<file path="src/rtl/xlate_pkg.sv">
// Package: shared widths, page-table entry bit positions and the entry record
// for the translation buffer. Assumes 32-bit virtual addresses, 4 KB pages.
package xlate_pkg;
    localparam int VA_W     = 32;
    localparam int PG_OFF_W = 12;
    localparam int VPN_W    = VA_W - PG_OFF_W;
    localparam int PFN_W    = 20;
    localparam int PA_W     = PFN_W + PG_OFF_W;

    // Bit positions inside a page-table entry as presented on the fill port.
    localparam int PTE_P  = 0;
    localparam int PTE_RW = 1;
    localparam int PTE_US = 2;
    localparam int PTE_A  = 5;
    localparam int PTE_G  = 8;
    localparam int PTE_FRAME_LSB = PG_OFF_W;

    // One cached translation.
    typedef struct packed {
        logic             valid;
        logic             glob;
        logic             rw;
        logic             user;
        logic [VPN_W-1:0] vpn;
        logic [PFN_W-1:0] pfn;
    } xl_entry_t;
endpackage

</file>
<file path="src/rtl/xlate_cam.sv">
// Module: xlate_cam
// Compares one key against N packed tags in parallel. A slot matches only if
// its live bit is set. Purely combinational. Assumes tags are packed with
// slot 0 in the least significant bits.
module xlate_cam #(
    parameter int N = 8,
    parameter int W = 20
) (
    input  logic [N*W-1:0] tags,
    input  logic [N-1:0]   live,
    input  logic [W-1:0]   key,
    output logic [N-1:0]   match
);
    // One comparator per slot.
    for (genvar g = 0; g < N; g++) begin : g_cmp
        assign match[g] = live[g] && (tags[g*W +: W] == key);
    end
endmodule

</file>
<file path="src/rtl/xlate_victim.sv">
// Module: xlate_victim
// Chooses the slot a fill writes. Priority: a slot already holding the page,
// else the lowest free slot, else the round-robin pointer. The pointer moves
// only when it was used. Assumes 'same' is one-hot or zero.
module xlate_victim #(
    parameter int N = 8
) (
    input  logic         clk,
    input  logic         rst_n,
    input  logic [N-1:0] live,
    input  logic [N-1:0] same,
    input  logic         take,
    output logic [N-1:0] slot_oh
);
    localparam int PW = (N > 1) ? $clog2(N) : 1;

    logic [PW-1:0] ptr_q;
    logic [N-1:0]  free_oh;
    logic [N-1:0]  ptr_oh;
    logic          any_free;
    logic          use_ptr;
    logic          found;

    // Lowest-index free slot as a one-hot vector.
    always_comb begin
        free_oh = '0;
        found   = 1'b0;
        for (int i = 0; i < N; i++) begin
            if (!live[i] && !found) begin
                free_oh[i] = 1'b1;
                found      = 1'b1;
            end
        end
    end

    // Decode the round-robin pointer into a one-hot vector.
    always_comb begin
        for (int i = 0; i < N; i++) begin
            ptr_oh[i] = (ptr_q == PW'(i));
        end
    end

    assign any_free = ~&live;
    assign use_ptr  = take && !(|same) && !any_free;

    // Final slot choice by priority.
    always_comb begin
        if (|same) begin
            slot_oh = same;
        end else if (any_free) begin
            slot_oh = free_oh;
        end else begin
            slot_oh = ptr_oh;
        end
    end

    // Advance the pointer, wrapping, when a replacement used it.
    always_ff @(posedge clk) begin
        if (!rst_n) begin
            ptr_q <= '0;
        end else if (use_ptr) begin
            ptr_q <= (ptr_q == PW'(N - 1)) ? '0 : ptr_q + PW'(1);
        end
    end
endmodule

</file>
<file path="src/rtl/xlate_read.sv">
// Module: xlate_read
// Returns the frame and flags of the selected slot by AND-OR selection.
// Outputs are zero when nothing is selected. Assumes 'sel' is one-hot or zero.
module xlate_read #(
    parameter int N = 8,
    parameter int W = 20
) (
    input  logic [N-1:0]   sel,
    input  logic [N*W-1:0] frames,
    input  logic [N-1:0]   rw_vec,
    input  logic [N-1:0]   us_vec,
    output logic [W-1:0]   frame,
    output logic           rw,
    output logic           us
);
    // OR together the fields of the selected slots.
    always_comb begin
        frame = '0;
        rw    = 1'b0;
        us    = 1'b0;
        for (int i = 0; i < N; i++) begin
            frame = frame | (frames[i*W +: W] & {W{sel[i]}});
            rw    = rw | (rw_vec[i] & sel[i]);
            us    = us | (us_vec[i] & sel[i]);
        end
    end
endmodule

</file>
<file path="src/rtl/xlate_buf.sv">
// Module: xlate_buf (top)
// Fully associative translation buffer.
//   Lookup:      combinational.
//   Fill:        accepted only for present entries.
//   base_wr:     removes non-global entries.
//   pg_inv:      removes one page, global or not.
//   Same cycle:  the invalidation is applied before the fill.
// Assumes 4 KB pages and a synchronous active-low reset.
module xlate_buf
    import xlate_pkg::*;
#(
    parameter int ENTRIES = 8
) (
    input  logic             clk,
    input  logic             rst_n,
    input  logic [VA_W-1:0]  lk_va,
    output logic             lk_hit,
    output logic [PA_W-1:0]  lk_pa,
    output logic             lk_rw,
    output logic             lk_user,
    input  logic             fill_en,
    input  logic [VPN_W-1:0] fill_vpn,
    input  logic [31:0]      fill_pte,
    input  logic             base_wr,
    input  logic             pg_inv,
    input  logic [VPN_W-1:0] inv_vpn
);
    xl_entry_t tab_q [ENTRIES];

    logic [ENTRIES-1:0]       valid_q;
    logic [ENTRIES-1:0]       glob_q;
    logic [ENTRIES-1:0]       rw_vec;
    logic [ENTRIES-1:0]       us_vec;
    logic [ENTRIES*VPN_W-1:0] vpn_flat;
    logic [ENTRIES*PFN_W-1:0] pfn_flat;

    logic [ENTRIES-1:0] hit_vec;
    logic [ENTRIES-1:0] inv_match;
    logic [ENTRIES-1:0] kill_vec;
    logic [ENTRIES-1:0] live_after;
    logic [ENTRIES-1:0] same_vec;
    logic [ENTRIES-1:0] slot_oh;
    logic               fill_go;
    xl_entry_t          new_ent;
    logic [PFN_W-1:0]   hit_pfn;
    logic               pte_unused;

    // Flatten the table fields for the match and read blocks.
    for (genvar g = 0; g < ENTRIES; g++) begin : g_flat
        assign valid_q[g]                 = tab_q[g].valid;
        assign glob_q[g]                  = tab_q[g].glob;
        assign rw_vec[g]                  = tab_q[g].rw;
        assign us_vec[g]                  = tab_q[g].user;
        assign vpn_flat[g*VPN_W +: VPN_W] = tab_q[g].vpn;
        assign pfn_flat[g*PFN_W +: PFN_W] = tab_q[g].pfn;
    end

    // Lookup match against valid entries.
    xlate_cam #(.N(ENTRIES), .W(VPN_W)) cam_lk_i (
        .tags  (vpn_flat),
        .live  (valid_q),
        .key   (lk_va[VA_W-1:PG_OFF_W]),
        .match (hit_vec)
    );

    // Single-page invalidate match.
    xlate_cam #(.N(ENTRIES), .W(VPN_W)) cam_inv_i (
        .tags  (vpn_flat),
        .live  (valid_q),
        .key   (inv_vpn),
        .match (inv_match)
    );

    // Slots removed this cycle: non-global on a base reload, the matching page on pg_inv.
    assign kill_vec   = ({ENTRIES{base_wr}} & valid_q & ~glob_q)
                      | ({ENTRIES{pg_inv}} & inv_match);
    assign live_after = valid_q & ~kill_vec;

    // Duplicate check for the fill, against contents after invalidation.
    xlate_cam #(.N(ENTRIES), .W(VPN_W)) cam_fill_i (
        .tags  (vpn_flat),
        .live  (live_after),
        .key   (fill_vpn),
        .match (same_vec)
    );

    assign fill_go = fill_en && fill_pte[PTE_P];

    // Slot choice for the fill.
    xlate_victim #(.N(ENTRIES)) victim_i (
        .clk     (clk),
        .rst_n   (rst_n),
        .live    (live_after),
        .same    (same_vec),
        .take    (fill_go),
        .slot_oh (slot_oh)
    );

    // Decode the incoming page-table entry into a cache record.
    always_comb begin
        new_ent       = '0;
        new_ent.valid = 1'b1;
        new_ent.glob  = fill_pte[PTE_G];
        new_ent.rw    = fill_pte[PTE_RW];
        new_ent.user  = fill_pte[PTE_US];
        new_ent.vpn   = fill_vpn;
        new_ent.pfn   = fill_pte[PTE_FRAME_LSB +: PFN_W];
    end

    // Entry bits not cached (accessed, reserved, software).
    assign pte_unused = ^{fill_pte[11:9], fill_pte[7:6], fill_pte[PTE_A], fill_pte[4:3]};

    // Table update: the fill wins over an invalidation of the same slot.
    always_ff @(posedge clk) begin
        if (!rst_n) begin
            for (int i = 0; i < ENTRIES; i++) begin
                tab_q[i] <= '0;
            end
        end else begin
            for (int i = 0; i < ENTRIES; i++) begin
                if (fill_go && slot_oh[i]) begin
                    tab_q[i] <= new_ent;
                end else if (kill_vec[i]) begin
                    tab_q[i].valid <= 1'b0;
                end
            end
        end
    end

    // Read out the frame and flags of the hit entry.
    xlate_read #(.N(ENTRIES), .W(PFN_W)) read_i (
        .sel    (hit_vec),
        .frames (pfn_flat),
        .rw_vec (rw_vec),
        .us_vec (us_vec),
        .frame  (hit_pfn),
        .rw     (lk_rw),
        .us     (lk_user)
    );

    assign lk_hit = |hit_vec;
    assign lk_pa  = lk_hit ? {hit_pfn, lk_va[PG_OFF_W-1:0]} : '0;
endmodule

</file>
<file path="config.mk">
export PLATFORM = sky130hd
export DESIGN_NAME = xlate_buf
export DESIGN_NICKNAME = d
export VERILOG_FILES = /design/src/rtl/xlate_pkg.sv /design/src/rtl/xlate_cam.sv /design/src/rtl/xlate_victim.sv /design/src/rtl/xlate_read.sv /design/src/rtl/xlate_buf.sv
export SDC_FILE = /design/constraint.sdc
export NUM_CORES = 1
export LEC_CHECK = 0
export ABC_AREA = 0
export BUFFER_PORTS_ARGS = -buffer_cell sky130_fd_sc_hd__buf_4
export CORE_ASPECT_RATIO = 0.5
export CORE_UTILIZATION = 45
export CTS_CLUSTER_DIAMETER = 200
export DETAILED_ROUTE_END_ITERATION = 7
export PLACE_DENSITY = 0.64
export SYNTH_ARGS = -nofsm -noshare
export SYNTH_HDL_FRONTEND = slang
export SYNTH_SLANG_ARGS = --single-unit
</file>
<file path="constraint.sdc">
create_clock -name clk -period 11.96 [get_ports clk]
set_input_delay 0.598 -clock clk [delete_from_list [all_inputs] [get_ports clk]]
set_output_delay 0.598 -clock clk [all_outputs]
set_load 0.01 [all_outputs]
</file>
* Word-level counts from Yosys, hierarchy flattened
Memories as Yosys holds them, arrays and structs flattened.
Cells that the tools add are included.
** Storage, ports and cells
- Bits in registers :: 3
- Bits in writable memories :: 352
- Bits of input ports :: 109
- Word-level logic and storage cells :: 253
- Memories :: 1
** Memory list
- tab_q :: depth 8, bits a word 44, read ports 8, clocked after memory_dff 0, wr ports 8, line xlate_buf.sv:28 : xl_entry_t tab_q [ENTRIES];
** Operators by class
- Add/subtract/negate cells :: 1
- Equality and inequality tests :: 31
- Muxes and demuxes :: 91
- Bitwise logic cells :: 68
- Reduce and logical (&&, ||, !) cells :: 60
** Operators with widths (count)
- equality test 20 bit :: 24
- 2-to-1 mux 44 bit :: 8
- bitwise AND 20 bit :: 8
- bitwise OR 20 bit :: 7
- 2-to-1 mux 1 bit :: 79
- logical AND 1 bit :: 42
- bitwise AND 8 bit :: 4
- 2-to-1 mux 32 bit :: 1
- bitwise OR 1 bit :: 30
- bitwise AND 1 bit :: 16
- 2-to-1 mux 8 bit :: 2
- NOT 8 bit :: 2
- OR reduction 8 bit :: 2
- logical NOT 1 bit :: 14
- equality test 3 bit, second input constant :: 4
- bitwise OR 8 bit :: 1
- AND reduction 8 bit :: 1
- equality test 3 x 2 -> 1 bit, second input constant :: 2
- adder 3 x 1 -> 3 bit, second input constant :: 1
- equality test 3 x 1 -> 1 bit, second input constant :: 1
- logical NOT 3 bit :: 1
- 2-to-1 mux 3 bit :: 1

* Depth between registers and ports, before layout
An unclocked memory read counts as a cell.
- Word-level depth :: 36
- Mapped depth :: 11

* Cells and area by module
A second synthesis with hierarchy kept.
** Unflattened totals
- Cells, all modules :: 1721
- Area, all modules :: 20100.5 µm²
** Modules (own cells, without submodules)
- xlate_buf :: instances 1, cells each 831, area an instance 12767.2 µm², sequential area each 10570.1 µm²
- xlate_cam :: instances 3, cells each 236, area an instance 1996.9 µm², sequential area each 0.0 µm²
- xlate_read :: instances 1, cells each 126, area an instance 908.4 µm², sequential area each 0.0 µm²
- xlate_victim :: instances 1, cells each 56, area an instance 434.2 µm², sequential area each 60.1 µm²

* Least setup slack after synthesis
No wires, ideal clock.
- Path type :: input port to flip-flop
- From :: input port inv_vpn[3]
- To :: memory tab_q[0][44] in the netlist's numbering (enable)
- Library setup time :: 0.503 ns
- Data arrival time :: 6.415 ns
- Data required time :: 11.457 ns
- Path slack :: 5.042 ns
- Cell stages on the path :: 9
- Path buffers :: 1
- Cell sequence :: buf_2 xor2_1 or4b_1 or4b_1 or4_1 and3_4 nor4_4 o22ai_2 o21ai_0
** RTL lines
- from (decl) :: line xlate_buf.sv:26 : input logic [VPN_W-1:0] inv_vpn
- to (decl) :: line xlate_buf.sv:28

==> flow_summary.yaml <==
timing:
  fin_tns_setup_ns: 0
  drv_slew: 0
  fmax_mhz: 187
  fin_skew_ns: 0.0241
  relSlewSlack: 0.106
  period_share: 0.446
  worstMarginPinSlew_ns: 1.32
  whs_ns: 0.384
  setup_viol: 0
  hold_viol: 0
  rsz0062_at_grt: "no"
  fin_crit_ns: 5.34
route:
  drtPass1Iterations: 5
  drc_errors: 0
  wl_per_cell_um: 31.6
  drt-initial-drc-count: 2200
  wl_um: 80500
  post_drt_via_cell_ratio: 6.36
  ant_nets: 0
  vias: 16200
logic_synthesis:
  yosysWarnings: 0
  syn-cell-area_sq_um: 20300
  synth_edf_count: 352
  synth.area.mux_share: 0.00148
  ys.flop_type: "edfxtp_1"
  yosys.area_share.adder: 0.00369
  synth_compound_area_frac: 0.0594
  ys_types: 60
  ys_seq_area_frac: 0.523
  synth_xor_area_frac: 0.209
  synth_nets: 1972
  synthSimpleGateAreaFrac: 0.177
  ys_ff_latch: 355
  syn-mean-instance-area_sq_um: 11.0
  synth_top_family_by_area: "XOR/XNOR gates"
  netlist_instances: 1857
  async_flop_share: 0
worst_setup_path:
  timing.rr.end: "tab_q[0][15]"
  worstRegToRegCells: 10
  r2r_slack_ns: 6.62
  crit_path_start_kind: "register"
  crit_fanout: 46
  required_ns: 12.17
  worstSetupPathType: "register to register"
  end_kind: "register"
  rr_startpoint: "tab_q[1][170]"
  path_cells: "xor2_1 -> or4_1 -> or4b_2 -> o211ai_1 -> nand4_1 -> nor4_4 -> o22ai_4 -> buf_4 -> o21ai_4 -> buf_4"
  cp_slowest_stage_delay_ns: 0.78
  path_common_cell: "buf_4"
  crit_arrival_ns: 5.55
  slowest_stage: "nor4_4"
cells_and_area:
  diodes: 0
  syn2layout_area_growth_pct: 13.1
  drive_above_1_share: 0.124
  design_area_sq_um: 23000
  fillers: 4036
  nets: 2050
global_routing:
  grt_pass1_wl_um: 111000
  met3_usage: 0.0908
  grtUsageTotal: 0.345
  grt_max_degree: 47
  antenna_found_initial: 0
  grt_overflow: 0
  grt_use_met2: 0.495
  grt_busiest_layer: "met2"
  grt_util_met1: 0.473
  grt_pass1_vias: 15400
cts:
  clockBufferDepth: 3
  cts_buffers: 34
  clock_latency_ns: 0.55
  path_clk_slew_ns: 0.07
  cts-htree-levels: 2
  ctsHoldBuffers: 0
  cts_setup_buffers: 0
  root_buffer: "clkbuf_16"
  cts_tree: "done"
  cts_resized: 0
  clock_sinks: 355
hold_path:
  hold_depth: 2
  worst_hold_startpoint: "fill_pte[20]"
  hp-class: "input pin to register"
  min_to: "tab_q[1][96]"
power_and_ir_drop:
  p_leak_nw: 7.77
  ir_worst_vdd_v: 0.000107
  power.density_nw_per_um2: 128
place:
  routabilityCongestion: 1.03
  io_buffer_count: 135
  place_area_sq_um: 22000
  dp_hpwl_um: 50200
outcome:
  status: "complete, no violations"
floorplan:
  die_h_um: 152
  dieWidth_um: 303
  row_count: 54
  dieArea_sq_um: 46100
  start_util: 0.462
  io_pins: 144
  core_sq_um: 44100
flow_run:
  maxCapViolCount: 0
[worst max path at each step]
stage	from	slack, ns	cells past startpoint	end
floorplan	inv_vpn[3]	5.04	9	tab_q[0][44]
global placement	inv_vpn[2]	6.33	11	tab_q[0][8]
detailed placement	inv_vpn[2]	6.34	11	tab_q[0][7]
CTS	tab_q[1][170]	6.67	10	tab_q[0][14]
global route	tab_q[1][170]	6.38	10	tab_q[0][13]
finish	tab_q[1][170]	6.62	10	tab_q[0][15]
[power by group]
part	switching (mW)	leakage (nW)	internal [mW]
logic	0.270	3.67	0.136
clock network	0.503	0.486	0.549
registers	0.0569	3.62	1.43
[critical path, delay by kind of cell, from the launching register on]
kind / cells / cell delay (ns)
XOR/XNOR: 1 / 0.20
AO/OA/AOI/OAI: 3 / 1.29
buffers and inverters: 2 / 0.82
flip-flops: 1 / 0.46
AND/OR/NAND/NOR: 4 / 2.16
[cells in the mapped netlist, types with 3 or more instances]
cell,instances,area share
edfxtp_1,352,0.52
nor2_1,284,0.052
xnor2_1,246,0.11
xor2_1,239,0.10
nand4_1,97,0.030
clkbuf_1,86,0.016
nand2_1,80,0.015
nor4_1,80,0.025
and2_1,47,0.014
a22oi_1,44,0.016
nand3_1,38,0.0094
nor3_1,34,0.0084
buf_2,29,0.0071
a221oi_1,22,0.0095
a22o_1,22,0.0095
o21ai_0,18,0.0044
inv_1,17,0.0031
nor2b_1,13,0.0040
or4_1,12,0.0044
o211ai_1,10,0.0037
a31oi_1,7,0.0022
ha_1,6,0.0037
and3_1,4,0.0012
nand2b_1,4,0.0012
nand4b_1,4,0.0017
and4b_1,3,0.0015
dfxtp_1,3,0.0030
mux2i_1,3,0.0015
nor4b_1,3,0.0013
o21a_1,3,0.0011
o21ba_2,3,0.0015
o21bai_1,3,0.0011
or3_1,3,0.00092
[sequential cells by signal (all words and copies together) (netlist names)]
| signal | count |
|---|---|
| tab_q | 352 |
| victim_i.ptr_q | 3 |
[area by class of cell]
type | count | area, sq um | area share
Sequential cell | 355 | 10600 | 0.462
Multi-Input combinational cell | 1367 | 9330 | 0.406
Timing Repair Buffer | 160 | 1200 | 0.0522
Clock buffer | 36 | 858 | 0.0373
Tap cell | 588 | 736 | 0.0320
Clock inverter | 21 | 168 | 0.00729
Inverter | 17 | 63.8 | 0.00278
[logic make-up (layout without fill, tap and decap cells)]
| kind of cell | count (synthesis) | after routing |
|---|---|---|
| flops | 355 | 355 |
| xor+xnor | 485 | 485 |
| compound gates | 153 | 153 |
| simple gates | 720 | 720 |
| mux | 3 | 3 |
| fa+ha+maj | 6 | 6 |
| buf+inv | 135 | 234 |
[per-stage QoR]
step	std cells	total power [mW]	worst slack, ns	util
5_1_grt	2544	3.01	6.38	0.522
6_report	2544	2.95	6.62	0.522
3_5_place_dp	2487	1.91	6.34	0.499
2_1_floorplan	1857	1.75	5.04	-
4_1_cts	2544	2.94	6.67	0.522
3_3_place_gp	2487	1.91	6.33	0.499
[placed cells by master, fill, tap and decap left out, types with 3 or more instances in the layout]
cell type   instances
xor2_1            239
xnor2_1           246
o21a_1              3
nand2b_1            4
nand2_1            79
o21bai_1            3
and4b_1             3
and2_1             47
nor3_1             34
buf_4             160
or4_1              12
nor4_2              8
nand4b_1            4
clkbuf_16          34
nor4_1             72
mux2i_1             3
or3_1               3
clkinv_1            6
edfxtp_1          352
nor4b_1             3
clkinv_2            5
a31oi_1             6
a22o_1             22
nor2_1            284
o211ai_1           10
dfxtp_1             3
o21ba_2             3
clkinvlp_4          6
and3_1              4
o21ai_4             7
nand4_1            97
o21ai_0            11
a221oi_1           22
a22oi_1            44
nand3_1            38
inv_1              17
nor2b_1            13
ha_1                6
[per-layer routing]
metal  share of wire  vias up
met5               0        -
met4           0.066        0
met3            0.13      314
met2            0.42     1129
met1            0.39     7902
li1                -     6841
(Power assumes the default switching activity.)
